## config.mk

```make
export PLATFORM = sky130hd
export DESIGN_NAME = lcd_cfg_seq
export DESIGN_NICKNAME = d
export VERILOG_FILES = /design/src/rtl/lcd_cfg_pkg.sv /design/src/rtl/lcd_cfg_delay.sv /design/src/rtl/lcd_cfg_serializer.sv /design/src/rtl/lcd_cfg_sequencer.sv /design/src/rtl/lcd_cfg_seq.sv
export SDC_FILE = /design/constraint.sdc
export NUM_CORES = 1
export LEC_CHECK = 0
export BUFFER_PORTS_ARGS = -buffer_cell sky130_fd_sc_hd__buf_4
export CORE_ASPECT_RATIO = 1.75
export CORE_UTILIZATION = 42
export DETAILED_ROUTE_END_ITERATION = 16
export PLACE_DENSITY = 0.57
export SETUP_SLACK_MARGIN = 0.4
export SYNTH_ARGS = -nofsm -noshare
export SYNTH_HDL_FRONTEND = slang
export SYNTH_HIERARCHICAL = 1
export SYNTH_SLANG_ARGS = --single-unit
```

## constraint.sdc

```tcl
create_clock -name clk -period 3.9 [get_ports clk]
set_clock_uncertainty 0.2 [all_clocks]
set_input_delay 0.195 -clock clk [delete_from_list [all_inputs] [get_ports clk]]
set_output_delay 0.195 -clock clk [all_outputs]
set_load 0.005 [all_outputs]
```

## src/rtl/lcd_cfg_pkg.sv

```systemverilog
package lcd_cfg_pkg;

  localparam int unsigned ADDR_W    = 8;
  localparam int unsigned VAL_W     = 8;
  localparam int unsigned FRAME_W   = ADDR_W + VAL_W;
  localparam int unsigned UP_LEN    = 9;
  localparam int unsigned ROM_DEPTH = UP_LEN + 1;
  localparam int unsigned DOWN_IDX  = UP_LEN;
  localparam int unsigned IDX_W     = $clog2(ROM_DEPTH);

  typedef logic [FRAME_W-1:0] frame_t;
  typedef logic [IDX_W-1:0]   idx_t;

  typedef enum logic [2:0] {
    SH_IDLE, SH_LEAD, SH_LOW, SH_HIGH, SH_GAP
  } shift_state_e;

  typedef enum logic [1:0] {
    SQ_IDLE, SQ_PRE, SQ_SEND, SQ_WAIT
  } seq_state_e;

  // Power-up writes occupy entries 0..UP_LEN-1, the shutdown write follows.
  function automatic frame_t table_entry(input idx_t idx);
    frame_t f;
    case (idx)
      idx_t'(0): f = {8'h05, 8'h16};
      idx_t'(1): f = {8'h04, 8'h0b};
      idx_t'(2): f = {8'h07, 8'h8d};
      idx_t'(3): f = {8'h01, 8'h95};
      idx_t'(4): f = {8'h08, 8'hc0};
      idx_t'(5): f = {8'h03, 8'h40};
      idx_t'(6): f = {8'h06, 8'h75};
      idx_t'(7): f = {8'h13, 8'h01};
      idx_t'(8): f = {8'h05, 8'h57};
      idx_t'(9): f = {8'h05, 8'h5e};
      default:   f = '0;
    endcase
    return f;
  endfunction

endpackage

```

## src/rtl/lcd_cfg_delay.sv

```systemverilog
module lcd_cfg_delay #(
  parameter int unsigned CNT_W = 16
) (
  input  logic             clk,
  input  logic             rst,
  input  logic             load_i,
  input  logic [CNT_W-1:0] load_val_i,
  output logic             expire_o
);

  logic [CNT_W-1:0] cnt_q;
  logic             armed_q;

  // Loading value N makes expire_o high N cycles later, one cycle long.
  always_ff @(posedge clk) begin
    if (rst) begin
      cnt_q   <= '0;
      armed_q <= 1'b0;
    end else if (load_i) begin
      cnt_q   <= load_val_i;
      armed_q <= 1'b1;
    end else if (armed_q) begin
      if (cnt_q == '0) armed_q <= 1'b0;
      else             cnt_q   <= cnt_q - 1'b1;
    end
  end

  assign expire_o = armed_q && (cnt_q == '0);

endmodule

```

## src/rtl/lcd_cfg_serializer.sv

```systemverilog
module lcd_cfg_serializer
  import lcd_cfg_pkg::*;
#(
  parameter int unsigned CLKS_PER_US = 50,
  parameter int unsigned LEAD_US     = 25,
  parameter int unsigned HALF_US     = 25,
  parameter int unsigned GAP_US      = 100
) (
  input  logic   clk,
  input  logic   rst,
  input  logic   go_i,
  input  frame_t frame_i,
  output logic   ready_o,
  output logic   frame_done_o,
  output logic   sel_n_o,
  output logic   sclk_o,
  output logic   sdat_o
);

  localparam int unsigned LEAD_CYC = LEAD_US * CLKS_PER_US;
  localparam int unsigned HALF_CYC = HALF_US * CLKS_PER_US;
  localparam int unsigned GAP_CYC  = GAP_US * CLKS_PER_US;
  localparam int unsigned MAX_LH   = (LEAD_CYC > HALF_CYC) ? LEAD_CYC : HALF_CYC;
  localparam int unsigned MAX_CYC  = (MAX_LH > GAP_CYC) ? MAX_LH : GAP_CYC;
  localparam int unsigned CNT_W    = $clog2(MAX_CYC + 1);
  localparam int unsigned BIT_W    = $clog2(FRAME_W);
  localparam logic [BIT_W-1:0] LAST_BIT = BIT_W'(FRAME_W - 1);

  shift_state_e     state_q;
  frame_t           shreg_q;
  logic [BIT_W-1:0] bit_q;
  logic             tmr_load;
  logic [CNT_W-1:0] tmr_val;
  logic             tmr_exp;

  lcd_cfg_delay #(.CNT_W(CNT_W)) u_delay (
    .clk        (clk),
    .rst        (rst),
    .load_i     (tmr_load),
    .load_val_i (tmr_val),
    .expire_o   (tmr_exp)
  );

  // Each phase reloads the counter with the length of the phase it enters.
  always_comb begin
    tmr_load = 1'b0;
    tmr_val  = CNT_W'(HALF_CYC - 1);
    case (state_q)
      SH_IDLE: begin
        tmr_load = go_i;
        tmr_val  = CNT_W'(LEAD_CYC - 1);
      end
      SH_LEAD, SH_LOW: tmr_load = tmr_exp;
      SH_HIGH: begin
        tmr_load = tmr_exp;
        if (bit_q == LAST_BIT) tmr_val = CNT_W'(GAP_CYC - 1);
      end
      default: tmr_load = 1'b0;
    endcase
  end

  always_ff @(posedge clk) begin
    if (rst) begin
      state_q      <= SH_IDLE;
      shreg_q      <= '0;
      bit_q        <= '0;
      sel_n_o      <= 1'b1;
      sclk_o       <= 1'b1;
      sdat_o       <= 1'b0;
      frame_done_o <= 1'b0;
    end else begin
      frame_done_o <= 1'b0;
      case (state_q)
        SH_IDLE: if (go_i) begin
          shreg_q <= frame_i;
          bit_q   <= '0;
          sel_n_o <= 1'b0;
          state_q <= SH_LEAD;
        end
        SH_LEAD: if (tmr_exp) begin
          sclk_o  <= 1'b0;
          sdat_o  <= shreg_q[FRAME_W-1];
          shreg_q <= shreg_q << 1;
          state_q <= SH_LOW;
        end
        SH_LOW: if (tmr_exp) begin
          sclk_o  <= 1'b1;
          state_q <= SH_HIGH;
        end
        SH_HIGH: if (tmr_exp) begin
          if (bit_q == LAST_BIT) begin
            sel_n_o <= 1'b1;
            sdat_o  <= 1'b0;
            state_q <= SH_GAP;
          end else begin
            bit_q   <= bit_q + 1'b1;
            sclk_o  <= 1'b0;
            sdat_o  <= shreg_q[FRAME_W-1];
            shreg_q <= shreg_q << 1;
            state_q <= SH_LOW;
          end
        end
        SH_GAP: if (tmr_exp) begin
          frame_done_o <= 1'b1;
          state_q      <= SH_IDLE;
        end
        default: state_q <= SH_IDLE;
      endcase
    end
  end

  assign ready_o = (state_q == SH_IDLE);

endmodule

```

## src/rtl/lcd_cfg_sequencer.sv

```systemverilog
module lcd_cfg_sequencer
  import lcd_cfg_pkg::*;
#(
  parameter int unsigned CLKS_PER_US = 50,
  parameter int unsigned PRE_US      = 50
) (
  input  logic   clk,
  input  logic   rst,
  input  logic   on_req_i,
  input  logic   off_req_i,
  input  logic   ser_ready_i,
  input  logic   frame_done_i,
  output logic   go_o,
  output frame_t frame_o,
  output logic   busy_o,
  output logic   done_o,
  output logic   panel_on_o
);

  localparam int unsigned PRE_CYC = PRE_US * CLKS_PER_US;
  localparam int unsigned CNT_W   = $clog2(PRE_CYC + 1);

  seq_state_e state_q;
  idx_t       idx_q;
  idx_t       last_q;
  logic       down_q;
  logic       pre_load;
  logic       pre_exp;

  // The shutdown request wins a same-cycle collision.
  assign pre_load = (state_q == SQ_IDLE) && on_req_i && !off_req_i;

  lcd_cfg_delay #(.CNT_W(CNT_W)) u_pre (
    .clk        (clk),
    .rst        (rst),
    .load_i     (pre_load),
    .load_val_i (CNT_W'(PRE_CYC - 1)),
    .expire_o   (pre_exp)
  );

  always_ff @(posedge clk) begin
    if (rst) begin
      state_q    <= SQ_IDLE;
      idx_q      <= '0;
      last_q     <= '0;
      down_q     <= 1'b0;
      busy_o     <= 1'b0;
      done_o     <= 1'b0;
      panel_on_o <= 1'b0;
    end else begin
      done_o <= 1'b0;
      case (state_q)
        SQ_IDLE: begin
          if (off_req_i) begin
            idx_q   <= idx_t'(DOWN_IDX);
            last_q  <= idx_t'(DOWN_IDX);
            down_q  <= 1'b1;
            busy_o  <= 1'b1;
            state_q <= SQ_SEND;
          end else if (on_req_i) begin
            idx_q      <= '0;
            last_q     <= idx_t'(UP_LEN - 1);
            down_q     <= 1'b0;
            busy_o     <= 1'b1;
            panel_on_o <= 1'b1;
            state_q    <= SQ_PRE;
          end
        end
        SQ_PRE:  if (pre_exp) state_q <= SQ_SEND;
        SQ_SEND: if (ser_ready_i) state_q <= SQ_WAIT;
        SQ_WAIT: if (frame_done_i) begin
          if (idx_q == last_q) begin
            busy_o  <= 1'b0;
            done_o  <= 1'b1;
            state_q <= SQ_IDLE;
            if (down_q) panel_on_o <= 1'b0;
          end else begin
            idx_q   <= idx_q + 1'b1;
            state_q <= SQ_SEND;
          end
        end
        default: state_q <= SQ_IDLE;
      endcase
    end
  end

  assign go_o    = (state_q == SQ_SEND) && ser_ready_i;
  assign frame_o = table_entry(idx_q);

endmodule

```

## src/rtl/lcd_cfg_seq.sv

```systemverilog
module lcd_cfg_seq
  import lcd_cfg_pkg::*;
#(
  parameter int unsigned CLKS_PER_US = 50,
  parameter int unsigned PRE_US      = 50,
  parameter int unsigned LEAD_US     = 25,
  parameter int unsigned HALF_US     = 25,
  parameter int unsigned GAP_US      = 100
) (
  input  logic clk,
  input  logic rst,
  input  logic on_req_i,
  input  logic off_req_i,
  output logic ser_sel_n_o,
  output logic ser_clk_o,
  output logic ser_dat_o,
  output logic panel_on_o,
  output logic busy_o,
  output logic done_o
);

  logic   go;
  logic   ser_ready;
  logic   frame_done;
  frame_t frame;

  lcd_cfg_sequencer #(
    .CLKS_PER_US (CLKS_PER_US),
    .PRE_US      (PRE_US)
  ) u_seq (
    .clk          (clk),
    .rst          (rst),
    .on_req_i     (on_req_i),
    .off_req_i    (off_req_i),
    .ser_ready_i  (ser_ready),
    .frame_done_i (frame_done),
    .go_o         (go),
    .frame_o      (frame),
    .busy_o       (busy_o),
    .done_o       (done_o),
    .panel_on_o   (panel_on_o)
  );

  lcd_cfg_serializer #(
    .CLKS_PER_US (CLKS_PER_US),
    .LEAD_US     (LEAD_US),
    .HALF_US     (HALF_US),
    .GAP_US      (GAP_US)
  ) u_ser (
    .clk          (clk),
    .rst          (rst),
    .go_i         (go),
    .frame_i      (frame),
    .ready_o      (ser_ready),
    .frame_done_o (frame_done),
    .sel_n_o      (ser_sel_n_o),
    .sclk_o       (ser_clk_o),
    .sdat_o       (ser_dat_o)
  );

endmodule

```

Word-level counts from Yosys, hierarchy flattened
Memory sizes are Yosys's and may differ from the RTL's. A register that Yosys moved wholly into a read port is not among the register bits.
Index checks and enable logic that the tools add are counted.
Cells by class
  bitwise gates (word level): 4
  reductions and logical operators: 36
  $add $sub $neg: 4
  equal/unequal tests: 27
  muxes and demuxes: 74
Operator list (count)
  $mux 13: 5
  $mux 16: 4
  $pmux 16 s3: 1
  $mux 4: 11
  $mux 12: 3
  $mux 1: 28
  $ne 2x1->1 const B: 12
  $reduce_and 4->1: 5
  $mux 3: 6
  $pmux 4 s2: 2
  $pmux 3 s5: 1
  $reduce_and 5->1: 3
  $logic_not 13->1: 1
  $sub 13x1->13 const B: 1
  $logic_not 12->1: 1
  $mux 2: 6
  $reduce_bool 2->1: 6
  $sub 12x1->12 const B: 1
  $ne 2x2->1 const B: 5
  $pmux 1 s2: 5
  $add 4x1->4 const B: 2
  $pmux 2 s4: 1
  $reduce_and 2->1: 4
  $eq 3x2->1 const B: 2
  other kinds (18): 29
Storage, ports and cells
  output and inout bits: 6
  register bits: 68
  memories: 1
  ROM bits: 208
Memories
  (no name shown): depth 16, bits a word 13, rd ports 1, clocked after Yosys merged registers in 1, write ports 0, RTL line lcd_cfg_pkg.sv:25  | case (idx)

Longest topological paths before layout
  depth after elaboration: 6
  depth in mapped cells: 12
  gate-level depth less buffers: 11

Hierarchy
Netlist, hierarchy kept.
Modules (own cells, without submodules)
  lcd_cfg_serializer: seq. area each 540.5 um2, cells each 157, instances 1, area an instance 1363.8 um2
  lcd_cfg_sequencer: seq. area each 480.5 um2, cells each 127, instances 1, area an instance 1171.1 um2
  lcd_cfg_delay (u_ser.u_delay): seq. area each 280.3 um2, cells each 111, instances 1, area an instance 905.9 um2
  lcd_cfg_delay (u_seq.u_pre): seq. area each 260.2 um2, cells each 97, instances 1, area an instance 815.8 um2

Least setup slack after synthesis
Ideal clock, no wire load.
  path kind: register -> register
  start: register u_ser.u_delay.cnt_q[3]
  end: register u_ser.u_delay.cnt_q[9]
  data arrival time: 2.535 ns
  stages on the path, launching flop included: 10
  path slack: 1.051 ns
  path buffers: 1
  cell sequence: dfxtp_1 > nor4_4 > nand4_1 > nor2_1 > o21ai_0 > a21oi_1 > clkbuf_1 > clkinv_1 > and4_1 > a2111oi_0
Between the ends
  word-level cells in the longest chain between the ends: 5
  elaborated cells between the ends (all ways): 10
Ends and longest elaborated chain
  start, declared: RTL line lcd_cfg_delay.sv:11  | logic [CNT_W-1:0] cnt_q;
  start signal, assigned: RTL line lcd_cfg_delay.sv:20  | cnt_q <= load_val_i;
  start signal, assigned: RTL line lcd_cfg_delay.sv:24  | else cnt_q <= cnt_q - 1'b1;
  $logic_not 13->1 *: RTL line lcd_cfg_delay.sv:28  | assign expire_o = armed_q && (cnt_q == '0);
  $logic_and 1x1->1 *: RTL line lcd_cfg_delay.sv:28
  via u_ser.tmr_exp: RTL line lcd_cfg_serializer.sv:34  | logic tmr_exp;
  $pmux 1 s2 *: RTL line lcd_cfg_serializer.sv:48  | case (state_q)
  via u_ser.tmr_load: RTL line lcd_cfg_serializer.sv:32  | logic tmr_load;
  $ne 2x1->1 (no line) or $reduce_bool 2->1 (tied branches)
  $reduce_and 2->1 (no line)
The timed path passes the listed nets; every way through them passes the cells marked *. The select of a mux whose other input is x is not followed.
A chain may end at the register's enable or synchronous reset.

Worst setup path in the final report
Same ends and word-level chain as after synthesis.

==> impl_metrics.csv <==
group,metric,value,unit
outcome,status,"finished clean",
route,vias_per_cell,5.58,
clock_network,root_buffer,"clkbuf_16",
clock_network,numCtsBuffers,9,
sta,period_needed,3010,ps
route,first_pass_iters,4,
finish,nets,523,
power,switchingPower,0.769,mW
finish,stdcell_count,638,
yosys,synth-edff-count,0,
power,peakVddDrop,0.306,mV
finish,antenna_cells,0,
worst_hold_path,holdPathStages,4,
grt,grt_max_degree,63,
yosys,yosys_warnings,6,
yosys,synthFlopType,"dfxtp_1",
route,drt_iter0_markers,169,
setup_path,critical_path.startpoint_type,"flop",
sta,min_period_over_period,77.2,%
place,hpwl,6.27,mm
place,post-place-cells,618,
finish,drive_gt1_share,14.2,%
floorplanning,die_h,135,microns
grt,grt_pass1_wl,15.2,mm
sta,postLayoutSetupSlackWorst,890,ps
floorplanning,initial_core_util,43.2,%
floorplanning,design.core.area,9850,sq um
sta,timing_hold_violations_final,0,
finish,design_area,4730,sq um
setup_path,critical_path_required,3920,ps
setup_path,r2r_start,"u_ser/u_delay/cnt_q[3]",
grt,grt_pass1_vias,3289,
job,maxCapViolCount,0,
place,pre_cts_slack,627,ps
yosys,netlist_area,4260,sq um
setup_path,crit_type,"reg -> reg",
yosys,synthArstFlopShare,0,%
yosys,ys_types,80,
place,port_buffers,9,
place,place.gp.congestion,0.891,
power,p_int,1.67,mW
worst_hold_path,min_to,"u_seq/last_q[0]",
clock_network,clk_pin_slew_worst_paths,60,ps
setup_path,worstPathArrival,3030,ps
setup_path,reg2reg_slack,890,ps
setup_path,worstRegToRegCells,10,
setup_path,crit_fanout,19,
power,p_sw_share,31.5,%
route,drc,0,
yosys,yosysSeqAreaShare,36.7,%
finish,area_delta_synth_final,11.1,%
floorplanning,dieArea,10600,sq um
clock_network,cts_sinks,78,
clock_network,h-tree-depth,3,
setup_path,reg2reg_to,"u_ser/u_delay/cnt_q[9]",
route,ant_nets,0,
clock_network,clockBufferDepth,2,
floorplanning,io_pins,10,
power,combPwrFrac,24.9,%
sta,setup_tns,0,ps
grt,overflow,0,
worst_hold_path,min_from,"on_req_i",
place,placed_area,4390,sq um
sta,setup_viol,0,
sta,slew_violations,0,
sta,worstMarginPinSlew,774,ps
route,via_count,3563,
yosys,synth_seq_cells,78,
setup_path,endpoint_kind,"flop",
power,p_leak,1.71,nW
worst_hold_path,holdCritPathClass,"in -> reg",
power,pwr-share-seq,40.5,%
sta,fmax,332,MHz
finish,n_fill_cell,998,
floorplanning,placementRows,48,
power,p_total,2.44,mW
sta,rsz0062_at_grt,"no",
route,routed_wl,9.08,mm
power,p_per_area,516,nW/um^2
clock_network,clk_latency,330,ps
yosys,syn_inst,492,
grt,grt_use_total,18.1,%
grt,antenna_found_initial,0,
clock_network,tritoncts,"done",
finish,final_common_cell,"dfxtp_1",
floorplanning,die_w,78.1,microns
route,wl_per_cell,14.2,microns
yosys,syn_area_per_cell,8.65,sq um
finish,mostFrequentLayoutCells,"dfxtp_1 (78), nor2_1 (63), nand2_1 (50)",
power,clock_power_share,34.5,%
sta,slew_headroom,48.4,%
## timing repair
action                     4_1_cts  5_1_grt
hold buffers                     2        0
hold endpoints to repair         2        0
resized for setup                0        1
setup endpoints to repair        0       14
buffers inserted                 0        2
## flip-flops by register name, summed over array words and instances, names as in the netlist
name                   cells
u_seq/busy_o               1
u_seq/done_o               1
u_seq/frame_o             13
u_seq/idx_q                4
u_seq/last_q               2
u_seq/panel_on_o           1
u_seq/state_q              2
u_seq/u_pre/armed_q        1
u_seq/u_pre/cnt_q         12
u_ser/bit_q                4
u_ser/frame_done_o         1
u_ser/sclk_o               1
u_ser/sdat_o               1
u_ser/sel_n_o              1
u_ser/shreg_q             16
u_ser/state_q              3
u_ser/u_delay/armed_q      1
u_ser/u_delay/cnt_q       13
## kinds of logic (layout without fill, tap and decap cells)
family                   count (synthesis)  after routing  synth area share, %
multiplexers                             6              6                 1.47
flip-flops                              78             78                 36.7
AO/OA/AOI/OAI                          114            114                 22.3
adder cells (fa/ha/maj)                 11             11                 3.23
other                                    4             20                0.353
buffers and inverters                   55             60                 6.91
XOR/XNOR                                 4              4                0.823
AND/OR/NAND/NOR                        220            220                 28.2
## layer usage
layer,track usage (%),up-vias,share of wire (%)
li1,-,1818,-
met1,20.5,1681,42
met2,32.7,48,53
met3,3.30,16,2.5
met4,7.61,0,2.1
met5,0,-,0
## through the flow
step | utilization [%] | hold slack, ps
after CTS | 47.8 | 19.8
after global routing | 48.0 | 55.6
after detailed placement | 44.6 | 206
after floorplan | - | 67.1
final | 48.0 | 28.7
after global placement | 44.6 | 211
## power by group through the flow
stage | logic (mW) | clock network [mW] | registers [mW]
after detailed placement | 0.589 | 0 | 1.00
after floorplan | 0.501 | 0 | 0.968
after CTS | 0.592 | 0.868 | 0.987
final | 0.609 | 0.843 | 0.989
after global placement | 0.580 | 0 | 0.999
after global routing | 0.687 | 0.896 | 1.00
## Yosys cell counts (3+ instances only)
| library cell | count | share of area [%] |
|---|---|---|
| inv_1 | 22 | 1.9 |
| and4b_1 | 3 | 0.71 |
| nor3_1 | 13 | 1.5 |
| nand3_1 | 15 | 1.8 |
| or4_4 | 3 | 0.79 |
| a31oi_1 | 3 | 0.44 |
| nor4b_1 | 3 | 0.62 |
| ha_1 | 11 | 3.2 |
| nor2_1 | 64 | 5.6 |
| o31ai_1 | 3 | 0.53 |
| buf_2 | 4 | 0.47 |
| clkbuf_1 | 14 | 1.2 |
| buf_6 | 4 | 1.1 |
| nand2b_1 | 5 | 0.73 |
| nand2_1 | 50 | 4.4 |
| a21boi_0 | 3 | 0.53 |
| o21ai_1 | 4 | 0.47 |
| clkbuf_8 | 3 | 0.97 |
| nor4_1 | 4 | 0.59 |
| or4_1 | 5 | 0.88 |
| a21oi_1 | 16 | 1.9 |
| or3_1 | 6 | 0.88 |
| nand4_1 | 7 | 1.0 |
| conb_1 | 4 | 0.35 |
| a311oi_1 | 18 | 3.7 |
| and3_1 | 4 | 0.59 |
| o21ai_0 | 20 | 2.4 |
| a211oi_1 | 8 | 1.4 |
| dfxtp_1 | 78 | 37 |
| mux2i_1 | 4 | 0.94 |
| and4_1 | 4 | 0.82 |
| a2111oi_0 | 4 | 0.82 |
| nand3b_1 | 3 | 0.53 |
| nor2b_1 | 4 | 0.59 |
| and2_1 | 3 | 0.44 |
| buf_4 | 6 | 1.1 |
| xnor2_1 | 3 | 0.62 |
| a311oi_2 | 14 | 4.9 |
## worst max path at each step
| stage | start | endpoint | depth (start not counted) | slack (ps) |
|---|---|---|---|---|
| 3_5_place_dp | u_ser/u_delay/cnt_q[3] | u_ser/u_delay/cnt_q[9] | 10 | 630 |
| 4_1_cts | u_ser/u_delay/cnt_q[3] | u_ser/u_delay/cnt_q[9] | 10 | 610 |
| 2_1_floorplan | u_ser/u_delay/cnt_q[3] | u_ser/u_delay/cnt_q[9] | 9 | 1050 |
| 3_3_place_gp | u_ser/u_delay/cnt_q[3] | u_ser/u_delay/cnt_q[9] | 10 | 680 |
| 5_1_grt | u_ser/u_delay/cnt_q[3] | u_ser/u_delay/cnt_q[9] | 10 | 560 |
| 6_report | u_ser/u_delay/cnt_q[3] | u_ser/u_delay/cnt_q[9] | 10 | 890 |
## worst max-delay path: stages, from the launching register on
cell and delay, ps:
dfxtp_1 380, nor4_4 390, nand4_1 280, nor2_2 310, o21ai_0 140, a21oi_1 160
buf_4 230, clkinv_1 80, buf_4 200, and4_1 180, a2111oi_0 330
## cell type report
type / instances / area (sq um) / area share (%)
inverters: 24 / 90.1 / 1.91
clock inverters: 4 / 45.0 / 0.953
repair buffers: 20 / 155 / 3.28
well taps: 125 / 156 / 3.31
flip-flops and latches: 78 / 1560 / 33.0
clock buffers: 12 / 256 / 5.42
multi-input cells: 375 / 2460 / 52.1
Note: power is estimated with default switching activity, not from simulation.
